[config.mk]
export PLATFORM = sky130hd
export DESIGN_NAME = mm_timer
export DESIGN_NICKNAME = d
export VERILOG_FILES = /design/src/rtl/mmt_pkg.sv /design/src/rtl/mmt_prescaler.sv /design/src/rtl/mmt_edge_det.sv /design/src/rtl/mmt_down_counter.sv /design/src/rtl/mm_timer.sv
export SDC_FILE = /design/constraint.sdc
export NUM_CORES = 1
export LEC_CHECK = 0
export BUFFER_PORTS_ARGS = -buffer_cell sky130_fd_sc_hd__buf_2
export CAP_MARGIN = 10
export CORE_ASPECT_RATIO = 1.1
export CORE_UTILIZATION = 55
export DETAILED_ROUTE_END_ITERATION = 16
export PLACE_DENSITY = 0.72
export SLEW_MARGIN = 20
export SYNTH_ARGS = -nofsm -noshare
export SYNTH_HDL_FRONTEND = slang
export SYNTH_SLANG_ARGS = --single-unit
[constraint.sdc]
create_clock -name clk -period 7.37 [get_ports clk]
set_clock_uncertainty 0.2 [all_clocks]
set_input_delay 0 -clock clk [delete_from_list [all_inputs] [get_ports clk]]
set_output_delay 0 -clock clk [all_outputs]
set_load 0.005 [all_outputs]
[src/rtl/mmt_pkg.sv]
package mmt_pkg;

    typedef enum logic [1:0] {
        MODE_PWM  = 2'b00,
        MODE_CAPT = 2'b01,
        MODE_DUAL = 2'b10,
        MODE_RSVD = 2'b11
    } mode_e;

    typedef enum logic [2:0] {
        ST_OFF,
        ST_PWM_HI,
        ST_PWM_LO,
        ST_CAPT,
        ST_DUAL
    } state_e;

    localparam logic [2:0] ADR_CNT1 = 3'd0;
    localparam logic [2:0] ADR_CNT2 = 3'd1;
    localparam logic [2:0] ADR_RLDA = 3'd2;
    localparam logic [2:0] ADR_RLDB = 3'd3;
    localparam logic [2:0] ADR_CTRL = 3'd4;
    localparam logic [2:0] ADR_ICTL = 3'd5;
    localparam logic [2:0] ADR_ICLR = 3'd6;

    localparam int NUM_IRQ = 4;

endpackage

[src/rtl/mmt_prescaler.sv]
module mmt_prescaler #(
    parameter int W = 5
) (
    input  logic         clk,
    input  logic         rst_n,
    input  logic         run,
    output logic         tick,
    output logic [W-1:0] count
);
    always_ff @(posedge clk) begin
        if (!rst_n || !run) begin
            count <= '0;
        end else begin
            count <= count + 1'b1;
        end
    end

    assign tick = run && (count == '1);
endmodule

[src/rtl/mmt_edge_det.sv]
module mmt_edge_det (
    input  logic clk,
    input  logic rst_n,
    input  logic enable,
    input  logic rising_sel,
    input  logic din,
    output logic hit
);
    logic sync_q;
    logic prev_q;

    always_ff @(posedge clk) begin
        if (!rst_n) begin
            sync_q <= 1'b0;
            prev_q <= 1'b0;
        end else begin
            sync_q <= din;
            prev_q <= sync_q;
        end
    end

    assign hit = enable && (rising_sel ? (sync_q && !prev_q) : (!sync_q && prev_q));
endmodule

[src/rtl/mmt_down_counter.sv]
module mmt_down_counter #(
    parameter int W = 16
) (
    input  logic         clk,
    input  logic         rst_n,
    input  logic         wr,
    input  logic [W-1:0] wr_val,
    input  logic         preset,
    input  logic         tick,
    input  logic [W-1:0] reload_val,
    output logic [W-1:0] value,
    output logic         uflow
);
    assign uflow = tick && (value == '0) && !wr && !preset;

    always_ff @(posedge clk) begin
        if (!rst_n) begin
            value <= '0;
        end else if (wr) begin
            value <= wr_val;
        end else if (preset) begin
            value <= '1;
        end else if (tick) begin
            value <= (value == '0) ? reload_val : value - 1'b1;
        end
    end
endmodule

[src/rtl/mm_timer.sv]
module mm_timer
    import mmt_pkg::*;
#(
    parameter int CNT_W   = 16,
    parameter int PRESC_W = 5
) (
    input  logic        clk,
    input  logic        rst_n,
    input  logic        bus_wr,
    input  logic [2:0]  bus_addr,
    input  logic [15:0] bus_wdata,
    output logic [15:0] bus_rdata,
    input  logic        pin_in,
    output logic        pin_out,
    output logic        pin_oe,
    output logic        irq
);
    localparam int DW = 16;

    // control and interrupt registers
    mode_e              mode_q;
    logic               edge_rise_q;
    logic               pin_en_q;
    logic               out_q;
    logic               ten_q;
    logic [NUM_IRQ-1:0] ien_q;
    logic [NUM_IRQ-1:0] pend_q;
    logic [NUM_IRQ-1:0] pend_d;
    logic [CNT_W-1:0]   rld_a_q;
    logic [CNT_W-1:0]   rld_b_q;

    state_e state_q;
    state_e state_d;

    logic               presc_tick;
    logic [PRESC_W-1:0] presc_cnt;
    logic               cnt_tick;
    logic               capture_evt;
    logic [CNT_W-1:0]   cnt1_val;
    logic [CNT_W-1:0]   cnt2_val;
    logic               u1;
    logic               u2;
    logic [CNT_W-1:0]   rld1_sel;
    logic               hw_out_upd;
    logic               hw_out_val;

    // write strobes (data-path writes gated by the enable)
    logic wr_ctrl, wr_ictl, wr_iclr, wr_cnt1, wr_cnt2, wr_rlda, wr_rldb;
    assign wr_ctrl = bus_wr && (bus_addr == ADR_CTRL);
    assign wr_ictl = bus_wr && (bus_addr == ADR_ICTL);
    assign wr_iclr = bus_wr && (bus_addr == ADR_ICLR);
    assign wr_cnt1 = bus_wr && (bus_addr == ADR_CNT1) && ten_q;
    assign wr_cnt2 = bus_wr && (bus_addr == ADR_CNT2) && ten_q;
    assign wr_rlda = bus_wr && (bus_addr == ADR_RLDA) && ten_q;
    assign wr_rldb = bus_wr && (bus_addr == ADR_RLDB) && ten_q;

    mmt_prescaler #(.W(PRESC_W)) u_presc (
        .clk   (clk),
        .rst_n (rst_n),
        .run   (ten_q),
        .tick  (presc_tick),
        .count (presc_cnt)
    );

    assign cnt_tick = presc_tick && (state_q != ST_OFF);

    mmt_edge_det u_edge (
        .clk        (clk),
        .rst_n      (rst_n),
        .enable     (ten_q && pin_en_q && (state_q == ST_CAPT)),
        .rising_sel (edge_rise_q),
        .din        (pin_in),
        .hit        (capture_evt)
    );

    mmt_down_counter #(.W(CNT_W)) u_cnt1 (
        .clk        (clk),
        .rst_n      (rst_n),
        .wr         (wr_cnt1),
        .wr_val     (bus_wdata[CNT_W-1:0]),
        .preset     (capture_evt),
        .tick       (cnt_tick),
        .reload_val (rld1_sel),
        .value      (cnt1_val),
        .uflow      (u1)
    );

    mmt_down_counter #(.W(CNT_W)) u_cnt2 (
        .clk        (clk),
        .rst_n      (rst_n),
        .wr         (wr_cnt2),
        .wr_val     (bus_wdata[CNT_W-1:0]),
        .preset     (1'b0),
        .tick       (cnt_tick),
        .reload_val (rld_b_q),
        .value      (cnt2_val),
        .uflow      (u2)
    );

    // control register
    always_ff @(posedge clk) begin
        if (!rst_n) begin
            mode_q      <= MODE_PWM;
            edge_rise_q <= 1'b0;
            pin_en_q    <= 1'b0;
            ten_q       <= 1'b0;
        end else if (wr_ctrl) begin
            mode_q      <= mode_e'(bus_wdata[1:0]);
            edge_rise_q <= bus_wdata[2];
            pin_en_q    <= bus_wdata[3];
            ten_q       <= bus_wdata[5];
        end
    end

    // output bit: software write has precedence
    always_ff @(posedge clk) begin
        if (!rst_n) begin
            out_q <= 1'b0;
        end else if (wr_ctrl) begin
            out_q <= bus_wdata[4];
        end else if (hw_out_upd) begin
            out_q <= hw_out_val;
        end
    end

    // reload registers (no reset)
    always_ff @(posedge clk) begin
        if (wr_rlda) begin
            rld_a_q <= bus_wdata[CNT_W-1:0];
        end else if (capture_evt) begin
            rld_a_q <= cnt1_val;
        end
        if (wr_rldb) begin
            rld_b_q <= bus_wdata[CNT_W-1:0];
        end
    end

    // interrupt enables and pending flags
    always_comb begin
        logic [NUM_IRQ-1:0] hw_set;
        logic [NUM_IRQ-1:0] sw_set;
        logic [NUM_IRQ-1:0] clr;
        hw_set = {1'b0, u2, u1, capture_evt};
        sw_set = (wr_ictl && ten_q) ? bus_wdata[NUM_IRQ-1:0] : '0;
        clr    = wr_iclr ? bus_wdata[NUM_IRQ-1:0] : '0;
        pend_d = ten_q ? ((pend_q & ~clr) | hw_set | sw_set) : '0;
    end

    always_ff @(posedge clk) begin
        if (!rst_n) begin
            ien_q  <= '0;
            pend_q <= '0;
        end else begin
            pend_q <= pend_d;
            if (wr_ictl) begin
                ien_q <= bus_wdata[2*NUM_IRQ-1:NUM_IRQ];
            end
        end
    end

    assign irq = |(pend_q & ien_q);

    // state register
    always_ff @(posedge clk) begin
        if (!rst_n) begin
            state_q <= ST_OFF;
        end else begin
            state_q <= state_d;
        end
    end

    // next state
    always_comb begin
        state_d = ST_OFF;
        if (ten_q) begin
            unique case (mode_q)
                MODE_PWM: begin
                    if (state_q == ST_PWM_HI) begin
                        state_d = u1 ? ST_PWM_LO : ST_PWM_HI;
                    end else if (state_q == ST_PWM_LO) begin
                        state_d = u1 ? ST_PWM_HI : ST_PWM_LO;
                    end else begin
                        state_d = ST_PWM_HI;
                    end
                end
                MODE_CAPT: state_d = ST_CAPT;
                MODE_DUAL: state_d = ST_DUAL;
                MODE_RSVD: state_d = ST_OFF;
            endcase
        end
    end

    // state outputs
    always_comb begin
        rld1_sel   = rld_a_q;
        hw_out_upd = 1'b0;
        hw_out_val = out_q;
        pin_oe     = 1'b0;
        unique case (state_q)
            ST_OFF: begin
                rld1_sel = rld_a_q;
            end
            ST_PWM_HI: begin
                rld1_sel   = rld_b_q;
                hw_out_upd = u1;
                hw_out_val = 1'b0;
                pin_oe     = pin_en_q && ten_q;
            end
            ST_PWM_LO: begin
                rld1_sel   = rld_a_q;
                hw_out_upd = u1;
                hw_out_val = 1'b1;
                pin_oe     = pin_en_q && ten_q;
            end
            ST_CAPT: begin
                rld1_sel = '1;
            end
            ST_DUAL: begin
                rld1_sel   = rld_a_q;
                hw_out_upd = u1;
                hw_out_val = !out_q;
                pin_oe     = pin_en_q && ten_q;
            end
        endcase
    end

    assign pin_out = out_q;

    // read mux
    always_comb begin
        bus_rdata = '0;
        unique case (bus_addr)
            ADR_CNT1: bus_rdata = DW'(cnt1_val);
            ADR_CNT2: bus_rdata = DW'(cnt2_val);
            ADR_RLDA: bus_rdata = DW'(rld_a_q);
            ADR_RLDB: bus_rdata = DW'(rld_b_q);
            ADR_CTRL: bus_rdata = DW'({ten_q, out_q, pin_en_q, edge_rise_q, mode_q});
            ADR_ICTL: bus_rdata = DW'({ien_q, pend_q});
            default:  bus_rdata = '0;
        endcase
    end
endmodule

==> impl_metrics.py <==
metrics = {
    "place": {
        "gp_congestion": 0.952,
        "place_area_um2": 5630,
        "io_buffers": 41,
        "dp_cells": 710,
        "hpwl_um": 11800,
    },
    "clock_network": {
        "cts_tree": "done",
        "htreeDepth": 3,
        "numCtsBuffers": 9,
        "clk_path_buf_depth": 2,
        "cts_num_sinks": 88,
        "root_buffer": "clkbuf_8",
        "cts_setup_buffers": 0,
        "path_clk_slew_ps": 90,
        "insertion_delay_ps": 380,
    },
    "setup_path": {
        "worstReg2RegStart": "u_presc.count[0]$_SDFF_PN0_",
        "cp-startpoint": "u_presc.count[0]$_SDFF_PN0_",
        "critPathCaptureType": "register",
        "path_cells": "ha_1 -> and3_1 -> ha_1 -> o311a_1 -> buf_4 -> o21ai_0 -> nor2_1 -> o21ai_1 -> o31a_1",
        "reg2regPathDepth": 9,
        "worst-path-stages": 9,
        "r2r_end": "u_cnt1.value[13]$_SDFFE_PN0P_",
        "rrSetupSlack_ps": 4350,
        "slowest_stage": "nor2_1",
        "worst_path_most_repeated_cell": "ha_1",
        "required_ps": 7450,
        "endpoint": "u_cnt1.value[13]$_SDFFE_PN0P_",
        "crit_fanout": 31,
        "worstSetupPathType": "register to register",
        "critPathBufInv": 1,
        "cpPeakStageDelay_ps": 600,
        "cp_top_family": "compound AO/OA/AOI/OAI gates",
        "worstSetupStartpointType": "register",
        "worstPathArrival_ps": 3100,
    },
    "logic_synthesis": {
        "synthAdderAreaFrac": 0.0138,
        "synth_area_per_cell_um2": 9.12,
        "ys_seq_elements": 88,
        "synthFlopType": "dfxtp_1",
        "synth_cells": 597,
        "synth_common_cells": "56 x dfxtp_1, 51 x nor2_1, 45 x nand2_1, 38 x clkbuf_1, 32 x edfxtp_1",
        "synth_xor_area_frac": 0.0177,
        "yosys.area.top_type": "dfxtp_1",
        "synth-edff-count": 32,
        "synth.top_cell.area_share": 0.206,
        "ys_types": 77,
        "syn-cell-area_um2": 5440,
        "synth_compound_area_frac": 0.221,
        "muxShareOfSynthArea": 0.108,
        "yosysMostFrequentCell": "dfxtp_1",
        "synth_top_family_by_area": "compound AO/OA/AOI/OAI gates",
        "synthSimpleGateAreaFrac": 0.207,
        "ys_seq_area_frac": 0.383,
        "synth.area.top_cells": "dfxtp_1 21%, edfxtp_1 18%, mux2i_1 4.4%",
        "async_flop_share": 0,
        "yosys_warnings": 0,
        "syn_nets": 626,
    },
    "floorplan": {
        "start_util": 0.574,
        "io_pins": 42,
        "die_w_um": 96.9,
        "die_y_um": 106,
        "core_um2": 9490,
        "row_count": 37,
        "die_area_um2": 10300,
    },
    "finish": {
        "design_area_um2": 6030,
        "syn_to_final_growth_pct": 10.8,
        "layout-drive-gt1-share": 0.134,
        "fin_util": 0.636,
        "nFillCells": 785,
        "n_antenna_cell": 0,
        "post_layout_nonfiller_instances": 744,
        "nets": 651,
    },
    "timing": {
        "fin_tns_setup_ps": 0,
        "drv_slew": 0,
        "fin_crit_sh": 0.410,
        "worst_pin_slew_ps": 1130,
        "period_needed_ps": 3020,
        "hold_viol_final": 0,
        "slew_headroom": 0.238,
        "fmax_ghz": 0.331,
        "finalSetupViolCount": 0,
        "rsz0062_at_grt": "no",
    },
    "power_and_ir_drop": {
        "clockPowerShare": 0.396,
        "p_switching_uw": 240,
        "power.internal_uw": 729,
        "irDropWorstVdd_mv": 0.0945,
        "total_power_uw": 970,
        "switching_share": 0.248,
        "p_comb_frac": 0.082,
        "leakage_uw": 0.00225,
        "power.density_nw_per_um2": 161,
        "p_seq_frac": 0.522,
    },
    "grt": {
        "grt_use_total": 0.343,
        "antenna_found_initial": 0,
        "grt_overflow": 0,
        "grt_pass1_wl_um": 27300,
        "grt_pass1_vias": 4962,
        "grt_max_degree": 38,
    },
    "drt": {
        "finalWirelength_um": 17400,
        "ant_nets": 0,
        "wire_per_inst_um": 23.4,
        "drc": 0,
        "vias": 5341,
        "vias_per_cell": 7.18,
        "first_pass_iters": 7,
        "drtIter0Drc": 618,
    },
    "run_status": {
        "status": "finished clean",
    },
    "hold_path": {
        "hp-class": "input port to register",
    },
    "run": {
        "max-cap-violations": 0,
    },
}
[routing by layer]
metal / vias to the layer above / GRT usage / routed length (um)
li1: 2336 / - / -
met4: 0 / 0.124 / 482
met2: 408 / 0.522 / 7760
met3: 52 / 0.0822 / 2270
met5: - / 0 / 0
met1: 2545 / 0.474 / 6920
[cells by family after synthesis]
family | after synthesis
AO/OA/AOI/OAI | 175
XOR/XNOR | 11
adder cells (fa/ha/maj) | 6
buffers and inverters | 64
flip-flops | 88
multiplexers | 46
AND/OR/NAND/NOR | 207
[registers in the layout, indices dropped and copies added, names as in the netlist, 2 cells and up]
name	count
rld_a_q	16
rld_b_q	16
u_cnt1.value	16
u_cnt2.value	16
u_presc.count	5
ien_q	4
pend_q	4
state_q	3
mode_q	2
[layout make-up]
cell class              count  area (um2)  area share
clock buffers              12         176      0.0292
clock inverters             4        47.5     0.00788
inverters                  15        56.3     0.00933
multi-input cells         445        3110       0.515
flip-flops and latches     88        2080       0.345
well taps                 117         146      0.0243
repair buffers             63         415      0.0689
[tightest hold or removal path, cell delays in order]
cell     delay (ps)
buf_2           140
nand3_1         240
a21oi_1         100
nor2_1           80
[worst min-delay path by stage]
stage / from / endpoint / slack [ps] / cells after the start
floorplan: bus_wdata[0] / rld_b_q[0]$_DFFE_PP_ / -100 / 0
global placement: pin_in / u_edge.sync_q$_SDFF_PN0_ / 10 / 2
CTS: bus_wr / ien_q[0]$_SDFFE_PN0P_ / 20 / 4
detailed placement: pin_in / u_edge.sync_q$_SDFF_PN0_ / 20 / 2
global route: bus_wr / ien_q[0]$_SDFFE_PN0P_ / 40 / 4
finish: bus_wr / ien_q[0]$_SDFFE_PN0P_ / 10 / 4
[through the flow]
stage / hold slack [ps] / worst slack (ps)
3_3_place_gp: 10.3 / 4560
6_report: 13.0 / 4350
4_1_cts: 17.5 / 4440
2_1_floorplan: -101 / 5010
3_5_place_dp: 18.3 / 4440
5_1_grt: 35.7 / 4160
[layout by cell type (no fill, tap or decap), types with 7 or more instances in the layout]
| cell | instances |
|---|---|
| buf_2 | 41 |
| o21ai_0 | 30 |
| a22oi_1 | 11 |
| edfxtp_1 | 32 |
| mux4_2 | 9 |
| nor3_1 | 23 |
| nand2_1 | 45 |
| nor2_1 | 51 |
| o211ai_1 | 7 |
| nand3_1 | 13 |
| dfxtp_1 | 56 |
| clkbuf_8 | 11 |
| inv_1 | 15 |
| o22ai_1 | 18 |
| a211oi_1 | 13 |
| mux2_1 | 10 |
| mux2i_1 | 24 |
| a21oi_1 | 16 |
| dlygate4sd3_1 | 18 |
| and3_1 | 7 |
| o21a_1 | 8 |
| xnor2_1 | 8 |
| nor2b_1 | 13 |
| a31oi_1 | 17 |
| o21ai_1 | 11 |
[power groups by stage]
stage | Clock (uW) | Sequential (uW) | Combinational (uW)
after floorplan | 0 | 516 | 43.4
after global placement | 0 | 517 | 69.0
after detailed placement | 0 | 518 | 69.3
after CTS | 381 | 506 | 77.1
after global routing | 399 | 507 | 83.9
final | 384 | 506 | 79.6
[repair_timing]
action / in CTS / in global routing
resized for setup: 0 / 0
hold buffers: 18 / 0
endpoints found under the hold margin: 79 / 0
Note: power is estimated with default switching activity, not from simulation.
